File: src/rtl/ocmp_pkg.sv
package ocmp_pkg;

    typedef struct packed {
        logic gt;
        logic ge;
        logic lt;
        logic le;
        logic eq;
        logic ovf;
    } ocmp_flags_t;

    localparam ocmp_flags_t FLAGS_CLEAR = '0;

endpackage

File: src/rtl/ocmp_incr.sv
module ocmp_incr #(
    parameter int WIDTH = 4
) (
    input  logic [WIDTH-1:0] b_val,
    output logic [WIDTH-1:0] sum_val,
    output logic             carry
);
    localparam int EXT = WIDTH + 1;

    logic [EXT-1:0] wide;

    always_comb begin
        wide    = {1'b0, b_val} + EXT'(1);
        sum_val = wide[WIDTH-1:0];
        carry   = wide[WIDTH];
    end
endmodule

File: src/rtl/ocmp_relate.sv
module ocmp_relate
    import ocmp_pkg::*;
#(
    parameter int WIDTH = 4
) (
    input  logic [WIDTH-1:0] a_val,
    input  logic [WIDTH-1:0] ref_val,
    input  logic             carry,
    output ocmp_flags_t      flags
);
    always_comb begin
        flags = FLAGS_CLEAR;
        if (carry) begin
            flags.ovf = 1'b1;
        end else if (a_val > ref_val) begin
            flags.gt = 1'b1;
            flags.ge = 1'b1;
        end else if (a_val == ref_val) begin
            flags.eq = 1'b1;
            flags.ge = 1'b1;
            flags.le = 1'b1;
        end else begin
            flags.lt = 1'b1;
            flags.le = 1'b1;
        end
    end
endmodule

File: src/rtl/offset_cmp.sv
module offset_cmp
    import ocmp_pkg::*;
#(
    parameter int WIDTH   = 4,
    parameter bit OUT_REG = 1'b1
) (
    input  logic             clk,
    input  logic             rst,
    input  logic [WIDTH-1:0] a_in,
    input  logic [WIDTH-1:0] b_in,
    output logic             gt_o,
    output logic             ge_o,
    output logic             lt_o,
    output logic             le_o,
    output logic             eq_o,
    output logic             ovf_o
);
    logic [WIDTH-1:0] ref_val;
    logic             carry;
    ocmp_flags_t      comb_flags;
    ocmp_flags_t      out_flags;

    ocmp_incr #(.WIDTH(WIDTH)) u_incr (
        .b_val   (b_in),
        .sum_val (ref_val),
        .carry   (carry)
    );

    ocmp_relate #(.WIDTH(WIDTH)) u_relate (
        .a_val   (a_in),
        .ref_val (ref_val),
        .carry   (carry),
        .flags   (comb_flags)
    );

    generate
        if (OUT_REG) begin : g_reg
            ocmp_flags_t flags_q;
            always_ff @(posedge clk) begin
                if (rst) flags_q <= FLAGS_CLEAR;
                else     flags_q <= comb_flags;
            end
            assign out_flags = flags_q;
        end else begin : g_comb
            assign out_flags = comb_flags;
        end
    endgenerate

    assign gt_o  = out_flags.gt;
    assign ge_o  = out_flags.ge;
    assign lt_o  = out_flags.lt;
    assign le_o  = out_flags.le;
    assign eq_o  = out_flags.eq;
    assign ovf_o = out_flags.ovf;

    // Checks on the outputs
    logic armed;
    always_ff @(posedge clk) begin
        if (rst) armed <= 1'b0;
        else     armed <= 1'b1;
    end

    p_ovf_zeroes_r3: assert property (@(posedge clk) disable iff (rst)
        ovf_o |-> !(gt_o || ge_o || lt_o || le_o || eq_o));

    p_one_relation_r4: assert property (@(posedge clk) disable iff (rst)
        (armed && !ovf_o) |-> ($countones({gt_o, eq_o, lt_o}) == 1));

    p_ge_le_r5: assert property (@(posedge clk) disable iff (rst)
        !ovf_o |-> (ge_o == (gt_o || eq_o)) && (le_o == (lt_o || eq_o)));

    generate
        if (OUT_REG) begin : g_reg_chk
            p_ovf_tracks_b_r2: assert property (@(posedge clk) disable iff (rst)
                armed |-> (ovf_o == ($past(b_in) == '1)));
            p_reset_clear_r8: assert property (@(posedge clk)
                $past(rst) |-> !(gt_o || ge_o || lt_o || le_o || eq_o || ovf_o));
        end else begin : g_comb_chk
            p_ovf_tracks_b_r2: assert property (@(posedge clk) disable iff (rst)
                ovf_o == (b_in == '1));
        end
    endgenerate
endmodule

File: config.mk
export PLATFORM = sky130hd
export DESIGN_NAME = offset_cmp
export DESIGN_NICKNAME = d
export VERILOG_FILES = /design/src/rtl/ocmp_pkg.sv /design/src/rtl/ocmp_incr.sv /design/src/rtl/ocmp_relate.sv /design/src/rtl/offset_cmp.sv
export SDC_FILE = /design/constraint.sdc
export NUM_CORES = 1
export LEC_CHECK = 0
export BUFFER_PORTS_ARGS = -buffer_cell sky130_fd_sc_hd__buf_2
export CORE_AREA = 4 4 41 43
export CTS_CLUSTER_DIAMETER = 150
export CTS_CLUSTER_SIZE = 40
export DETAILED_ROUTE_END_ITERATION = 16
export DIE_AREA = 0 0 45 47
export GPL_ROUTABILITY_DRIVEN = 0
export REMOVE_ABC_BUFFERS = 1
export SLEW_MARGIN = 10
export SYNTH_ARGS = -nofsm -noshare
export SYNTH_HDL_FRONTEND = slang
export SYNTH_SLANG_ARGS = --single-unit
File: constraint.sdc
create_clock -name clk -period 1.3 [get_ports clk]
set_input_delay 0.065 -clock clk [delete_from_list [all_inputs] [get_ports clk]]
set_output_delay 0.065 -clock clk [all_outputs]
set_load 0.05 [all_outputs]
After elaboration in Yosys (flattened, before gate mapping)
Cells that the tools add are included.
{"block": "word_totals", "regBits": 6, "in_bits": 10, "output_inout_bits": 6, "wordCells": 17}
{"block": "op_classes", "n_addsub": 1, "n_lt_le_gt_ge": 1, "eq_ne": 1, "muxes": 6, "reduce_logical": 2}
{"operator": "4-bit by 1-bit adder with 5-bit output (second input constant)", "count": 1}
{"operator": "1-bit 2-to-1 mux", "count": 5}
{"operator": "4-bit equality test", "count": 1}
{"operator": "4-bit > comparator", "count": 1}
{"operator": "3-bit OR reduction", "count": 1}
{"operator": "2-bit 2-to-1 mux", "count": 1}
{"operator": "2-bit OR reduction", "count": 1}

Longest topological paths before layout
Gate-level depths: netlist of the first run.
{"block": "depth", "depth_word": 4, "ltp_mapped": 6, "depth_no_buf": 6}

By module
A second synthesis of the first run with hierarchy kept.
{"block": "unflattened", "hier_cells": 38, "hier_area_um2": 362.8}
{"mod": "ocmp_relate", "instances": 1, "cells_per_inst": 20, "area_each_um2": 158.9, "seq_area_each_um2": 0.0}
{"mod": "offset_cmp", "instances": 1, "cells_per_inst": 12, "area_each_um2": 157.7, "seq_area_each_um2": 120.1}
{"mod": "ocmp_incr", "instances": 1, "cells_per_inst": 6, "area_each_um2": 46.3, "seq_area_each_um2": 0.0}

Least setup slack after synthesis of the first run
OpenSTA, ideal clock, no wires.
{"block": "synth_path", "path_kind": "input-to-reg", "from": "input b_in[0]", "to": "register g_reg.flags_q, in the netlist le_o", "setup_time_ns": 0.086, "t_arrival_ns": 1.159, "required_time_ns": 1.214, "path_slack_ns": 0.055, "stages": 6, "path_buffers": 0, "path_cell_list": "ha_1 -> inv_1 -> ha_1 -> nor2b_1 -> o2111a_1 -> a211oi_1"}
{"block": "synth_via", "elab_chain_len": 3, "word_cells_on_any_way": 4, "cone_classes": "1 x add/sub; 1 x order compare; 1 x mux; 1 x reduce/logical"}
{"item": "start: declaration", "line": "offset_cmp.sv:10", "source": "input logic [WIDTH-1:0] b_in,"}
{"item": "4-bit by 1-bit adder with 5-bit output *", "line": "ocmp_incr.sv:13", "source": "wide = {1'b0, b_val} + EXT'(1);"}
{"item": "4-bit > comparator", "line": "ocmp_relate.sv:15", "source": "end else if (a_val > ref_val) begin"}
{"item": "2-bit 2-to-1 mux", "line": "ocmp_relate.sv:15"}
{"item": "end signal: assignment", "line": "offset_cmp.sv:41", "source": "else flags_q <= comb_flags;"}
{"item": "end: declaration", "line": "offset_cmp.sv:38", "source": "ocmp_flags_t flags_q;"}
Every way passes the cells marked *; elsewhere a longest branch is shown, timed or not.
A chain may end at the register's enable or synchronous reset.

Worst setup path after layout of the first run
Same ends and word-level chain as after synthesis.

==> impl_metrics.env, run 1 <==
export IMPL_nets=72
export IMPL_via_count=304
export IMPL_worstPathCellList="buf_2 > ha_1 > xnor2_1 > ha_1 > nand4_2 > o2111a_1 > a211oi_1"
export IMPL_grt_pass1_vias=295
export IMPL_post_synth_inst_count=32
export IMPL_worstPathMaxFanout=4
export IMPL_worstHoldStart="b_in[3]"
export IMPL_numCtsBuffers=3
export IMPL_met1_usage=0.0776
export IMPL_p_switching_uw=188
export IMPL_drc_viols=0
export IMPL_cp_data_arrival_time_ns=1.34
export IMPL_crit_path_frequent_cell="sky130_fd_sc_hd__ha_1"
export IMPL_switching_part_of_the_total=0.326
export IMPL_gr_max_usage_layer="met2"
export IMPL_worst_slew_margin_rel=0.844
export IMPL_fmaxAchievable_ghz=0.838
export IMPL_first_iter_violations=0
export IMPL_timing_hold_worst_class="in2reg"
export IMPL_insertedDiodeCount=0
export IMPL_cp_startpoint="b_in[0]"
export IMPL_critPathBufInv=1
export IMPL_cp_required_ns=1.45
export IMPL_antenna_left=0
export IMPL_floorplan_initialDensity=0.246
export IMPL_clkSinkCount=6
export IMPL_synth_largest_type_area_fraction=0.375
export IMPL_primary_flip_flop_cell_chosen_by_synthesis_mapping="sky130_fd_sc_hd__dfxtp_1"
export IMPL_async_reset_ff_frac=0
export IMPL_timing_final_crit_share=0.918
export IMPL_clockPowerShare=0.282
export IMPL_yosysUniqueCellTypes=18
export IMPL_y_dimension_of_the_die_um=47
export IMPL_finalSetupViolCount=0
export IMPL_totalWireLength_um=632
export IMPL_core_area_um2=1300
export IMPL_synth_cell_area_um2=320
export IMPL_yosysSeqAreaShare=0.375
export IMPL_cts_clk_slew_worst_paths_ns=0.04
export IMPL_comb_power_share=0.362
export IMPL_synthToLayoutAreaGrowth_pct=54.3
export IMPL_utilization=0.380
export IMPL_setup_worst_path_start_class="primary input"
export IMPL_worst_setup_path_end_kind="register"
export IMPL_p_per_area_nw_per_um2=1170
export IMPL_drt_pass1_iter_count=1
export IMPL_critical_path_top_delay_family="adder cells"
export IMPL_cts_root_buf="sky130_fd_sc_hd__clkbuf_4"
export IMPL_synth_cells_most_frequent="6 x sky130_fd_sc_hd__dfxtp_1, 5 x sky130_fd_sc_hd__ha_1, 3 x sky130_fd_sc_hd__inv_1"
export IMPL_grt_max_degree=5
export IMPL_die_width_um=45
export IMPL_syn_mean_instance_area_um2=10.0
export IMPL_crit_path_top_delay_cell="sky130_fd_sc_hd__ha_1"
export IMPL_most_frequent_cell_after_synthesis="sky130_fd_sc_hd__dfxtp_1"
export IMPL_antenna_found_initial=0
export IMPL_static_leakage_power_uw=0.000253
export IMPL_p_seq_frac=0.356
export IMPL_maximum_number_of_buffers_from_clock_root_to_sink=2
export IMPL_peak_ir_drop_on_the_vdd_network_v=0.000295
export IMPL_remaining_overflow_grt=0
export IMPL_final_max_slew_viol_count=0
export IMPL_critical_path_class="in2reg"
export IMPL_ys_seq_elements=6
export IMPL_clock_tree_htree_level_count=1
export IMPL_synth_area_top_cells="sky130_fd_sc_hd__dfxtp_1 38%, sky130_fd_sc_hd__ha_1 20%, sky130_fd_sc_hd__nand4_2 3.9%, sky130_fd_sc_hd__inv_1 3.5%, sky130_fd_sc_hd__o2111a_1 3.5%"
export IMPL_grt_first_pass_wirelength_um=1060
export IMPL_met3_usage=0.00766
export IMPL_fp_row_count=13
export IMPL_dp_hpwl_um=529
export IMPL_timing_critical_path_slowest_cell_delay_ns=0.31
export IMPL_die_area_um2=2120
export IMPL_finalWorstSetupSlack_ns=0.106
export IMPL_preCtsSetupSlack_ns=-0.154
export IMPL_detail_route_wl_per_cell_um=9.03
export IMPL_layout_drive_gt1_share=0.473
export IMPL_max_slew_worst_pin_slew_ns=0.233
export IMPL_rsz0062_at_grt="no"
export IMPL_status="finished, final reports clean"
export IMPL_fin_setup_tns_ns=0
export IMPL_floorplan_io_pins=16
export IMPL_ys_warn_count=0
export IMPL_synth_largest_area_cell="sky130_fd_sc_hd__dfxtp_1"
export IMPL_drv_cap=0
export IMPL_cts_tree="yes"
export IMPL_grt_usage=0.0736
export IMPL_postCtsSetupBuffers=0
export IMPL_synth_enable_flop_cells=0
export IMPL_grt_use_met2=0.110
export IMPL_portBuffers=15
export IMPL_routed_via_density=4.34
export IMPL_fin_hold_ws_ns=0.147
export IMPL_p_int_uw=389
export IMPL_finalCriticalPeriod_ns=1.19
export IMPL_hold_violations=0
-- through the flow --
stage	instance area (µm²)	instances	total power, µW
6_report	494	70	577
5_1_grt	494	70	622
4_1_cts	477	70	579
3_5_place_dp	444	66	407
3_3_place_gp	444	66	406
2_1_floorplan	320	32	345
-- final cells by class --
cell class / count / area, µm²
fill: 136 / 807
multi-input combinational: 23 / 206
sequential: 6 / 120
timing repair buffer: 20 / 115
clock buffer: 3 / 22.5
tap: 15 / 18.8
inverter: 3 / 11.3
-- kinds of logic after synthesis --
logic type                 share of synthesized area
adders and majority gates                      0.195
and+or+nand+nor                                0.180
xor gates and xnor gates                      0.0547
DFF                                            0.375
AOI/OAI and AO/OA                              0.160
buffers and inverters                         0.0352
-- cells in the final DEF (no fill, tap or decap), drive strengths merged --
master       synthesis  layout
nand2b               1       1
o2111a               1       1
dlygate4sd3          0       1
a21o                 1       1
nor2                 2       2
nand3b               1       1
a211oi               1       1
xnor2                1       1
nor3b                1       1
buf                  0      19
xor2                 1       1
dfxtp                6       6
clkbuf               0       3
a31oi                1       1
o211ai               1       1
nand4                1       1
nand3                2       2
ha                   5       5
nor2b                1       1
inv                  3       3
a21oi                2       2
-- power by group through the flow --
stage | Sequential (µW) | Clock [µW] | Combinational [µW]
floorplan | 273 | 0 | 71.6
global placement | 209 | 0 | 197
detailed placement | 209 | 0 | 198
CTS | 206 | 172 | 201
global route | 207 | 184 | 231
finish | 205 | 162 | 209
-- routing by layer --
metal	up-vias	part of all wire
met2	16	0.46
li1	163	-
met5	-	0
met1	125	0.40
met3	0	0.13
met4	0	0
-- registers in the layout, summed over array words and instances, names as in the netlist --
| name | cells |
|---|---|
| ge_o | 1 |
| gt_o | 1 |
| le_o | 1 |
| ovf_o | 1 |
| lt_o | 1 |
| eq_o | 1 |
-- path summary, 6_finish.rpt --
check | to | slack, ns | cells past startpoint
setup / recovery | le_o | 0.11 | 7
hold / removal | ovf_o | 0.15 | 3
-- what timing repair did --
action	in CTS	in global routing
hold buffers	1	0
endpoints found under the hold margin	1	0
resized for setup	0	2
endpoints found under the setup margin	0	1
Note: power is estimated with default switching activity, not from simulation.
==> run 2: changes to the inputs <==
Settings changed: CTS_CLUSTER_DIAMETER 150 to unset, PLACE_DENSITY set to 0.55.
==> impl_metrics.env, run 2 (synthesized netlist as in run 1, its figures left out) <==
export IMPL_final_max_slew_viol_count=0
export IMPL_most_common_layout_cells="15 x sky130_fd_sc_hd__buf_2, 6 x sky130_fd_sc_hd__dfxtp_1, 5 x sky130_fd_sc_hd__ha_1, 4 x sky130_fd_sc_hd__buf_4"
export IMPL_drv_cap=0
export IMPL_postCtsSetupBuffers=0
export IMPL_p_total_uw=580
export IMPL_static_leakage_power_uw=0.000248
export IMPL_gr_max_usage_layer="met4"
export IMPL_cp_required_ns=1.45
export IMPL_floorplan_initialDensity=0.246
export IMPL_fmaxAchievable_ghz=0.805
export IMPL_cts_root_buf="sky130_fd_sc_hd__clkbuf_4"
export IMPL_detail_route_wl_per_cell_um=9.03
export IMPL_antenna_found_initial=0
export IMPL_grt_pass1_vias=291
export IMPL_portBuffers=15
export IMPL_synthToLayoutAreaGrowth_pct=51.6
export IMPL_drc_viols=0
export IMPL_maximum_number_of_buffers_from_clock_root_to_sink=2
export IMPL_rsz0062_at_grt="no"
export IMPL_timing_hold_worst_class="in2reg"
export IMPL_finalCriticalPeriod_ns=1.24
export IMPL_insertedDiodeCount=0
export IMPL_nets=72
export IMPL_layout_drive_gt1_share=0.436
export IMPL_y_dimension_of_the_die_um=47
export IMPL_setup_worst_path_start_class="primary input"
export IMPL_met3_usage=0.0115
export IMPL_grt_first_pass_wirelength_um=1070
export IMPL_hold_violations=0
export IMPL_antenna_left=0
export IMPL_met1_usage=0.0776
export IMPL_layout_commonest_cell="sky130_fd_sc_hd__buf_2"
export IMPL_first_iter_violations=0
export IMPL_fin_hold_ws_ns=0.154
export IMPL_final_fill_count=152
export IMPL_fp_row_count=13
export IMPL_cts_clk_slew_worst_paths_ns=0.04
export IMPL_critical_path_class="in2reg"
export IMPL_clkSinkCount=6
export IMPL_routed_via_density=4.41
export IMPL_clock_tree_htree_level_count=1
export IMPL_core_area_um2=1300
export IMPL_die_width_um=45
export IMPL_floorplan_io_pins=16
export IMPL_fin_area_um2=485
export IMPL_worstPathMaxFanout=3
export IMPL_cts_tree="yes"
export IMPL_totalWireLength_um=632
export IMPL_worst_slew_margin_rel=0.839
export IMPL_grt_usage=0.0752
export IMPL_peak_ir_drop_on_the_vdd_network_v=0.000270
export IMPL_dpl_instance_area_um2=444
export IMPL_cp_data_arrival_time_ns=1.39
export IMPL_numCtsBuffers=3
export IMPL_status="finished, final reports clean"
export IMPL_grt_use_met2=0.105
export IMPL_worst_setup_path_end_kind="register"
export IMPL_timing_final_crit_share=0.956
export IMPL_max_slew_worst_pin_slew_ns=0.240
export IMPL_via_count=309
export IMPL_grt_max_degree=6
export IMPL_remaining_overflow_grt=0
export IMPL_finalSetupViolCount=0
export IMPL_drt_pass1_iter_count=1
export IMPL_die_area_um2=2120
export IMPL_p_per_area_nw_per_um2=1190
-- run 2: path summary, 6_finish.rpt --
kind,slack (ns),from,endpoint,cells past startpoint
setup / recovery,0.06,b_in[0],le_o,7
hold / removal,0.15,b_in[3],ovf_o,3
-- run 2: final cells by class --
cell class	count	area, µm²	area share
clock buffer	3	22.5	0.0464
inverter	3	11.3	0.0232
multi-input combinational	23	198	0.407
sequential	6	120	0.247
tap	15	18.8	0.0387
timing repair buffer	20	115	0.237
-- run 2: routing by layer --
metal	wire [µm]	vias up	part of all wire
met5	0	-	0
met4	27	0	0.043
met3	77	2	0.12
met2	290	14	0.46
met1	236	129	0.37
li1	-	164	-
-- run 2: metrics by stage --
step	utilization	std cells	worst slack [ns]	TNS [ns]
2_1_floorplan	-	32	0.0552	0
3_3_place_gp	0.341	66	-0.148	-0.463
3_5_place_dp	0.341	66	-0.161	-0.476
4_1_cts	0.366	70	0.0804	0
5_1_grt	0.373	70	0.00232	0
6_report	0.373	70	0.0574	0
-- run 2: where the power goes --
part           total, µW  internal (µW)  leakage (µW)  switching [µW]
registers            205            202     0.0000495            2.77
logic                210           80.9      0.000185             129
clock network        165            104     0.0000138            60.9
total                580            387      0.000248             193
-- run 2: worst max-delay path, cell delays in order --
cell and delay (ns):
sky130_fd_sc_hd__buf_2 0.11, sky130_fd_sc_hd__ha_1 0.27, sky130_fd_sc_hd__inv_1 0.04, sky130_fd_sc_hd__ha_1 0.31
sky130_fd_sc_hd__nor2b_1 0.16, sky130_fd_sc_hd__o2111a_1 0.23, sky130_fd_sc_hd__a211oi_1 0.21
-- run 2: what timing repair did --
action                                 CTS  global route
hold buffers                             1             0
gates resized for setup                  0             1
endpoints found under the hold margin    1             0
setup endpoints to repair                0             1
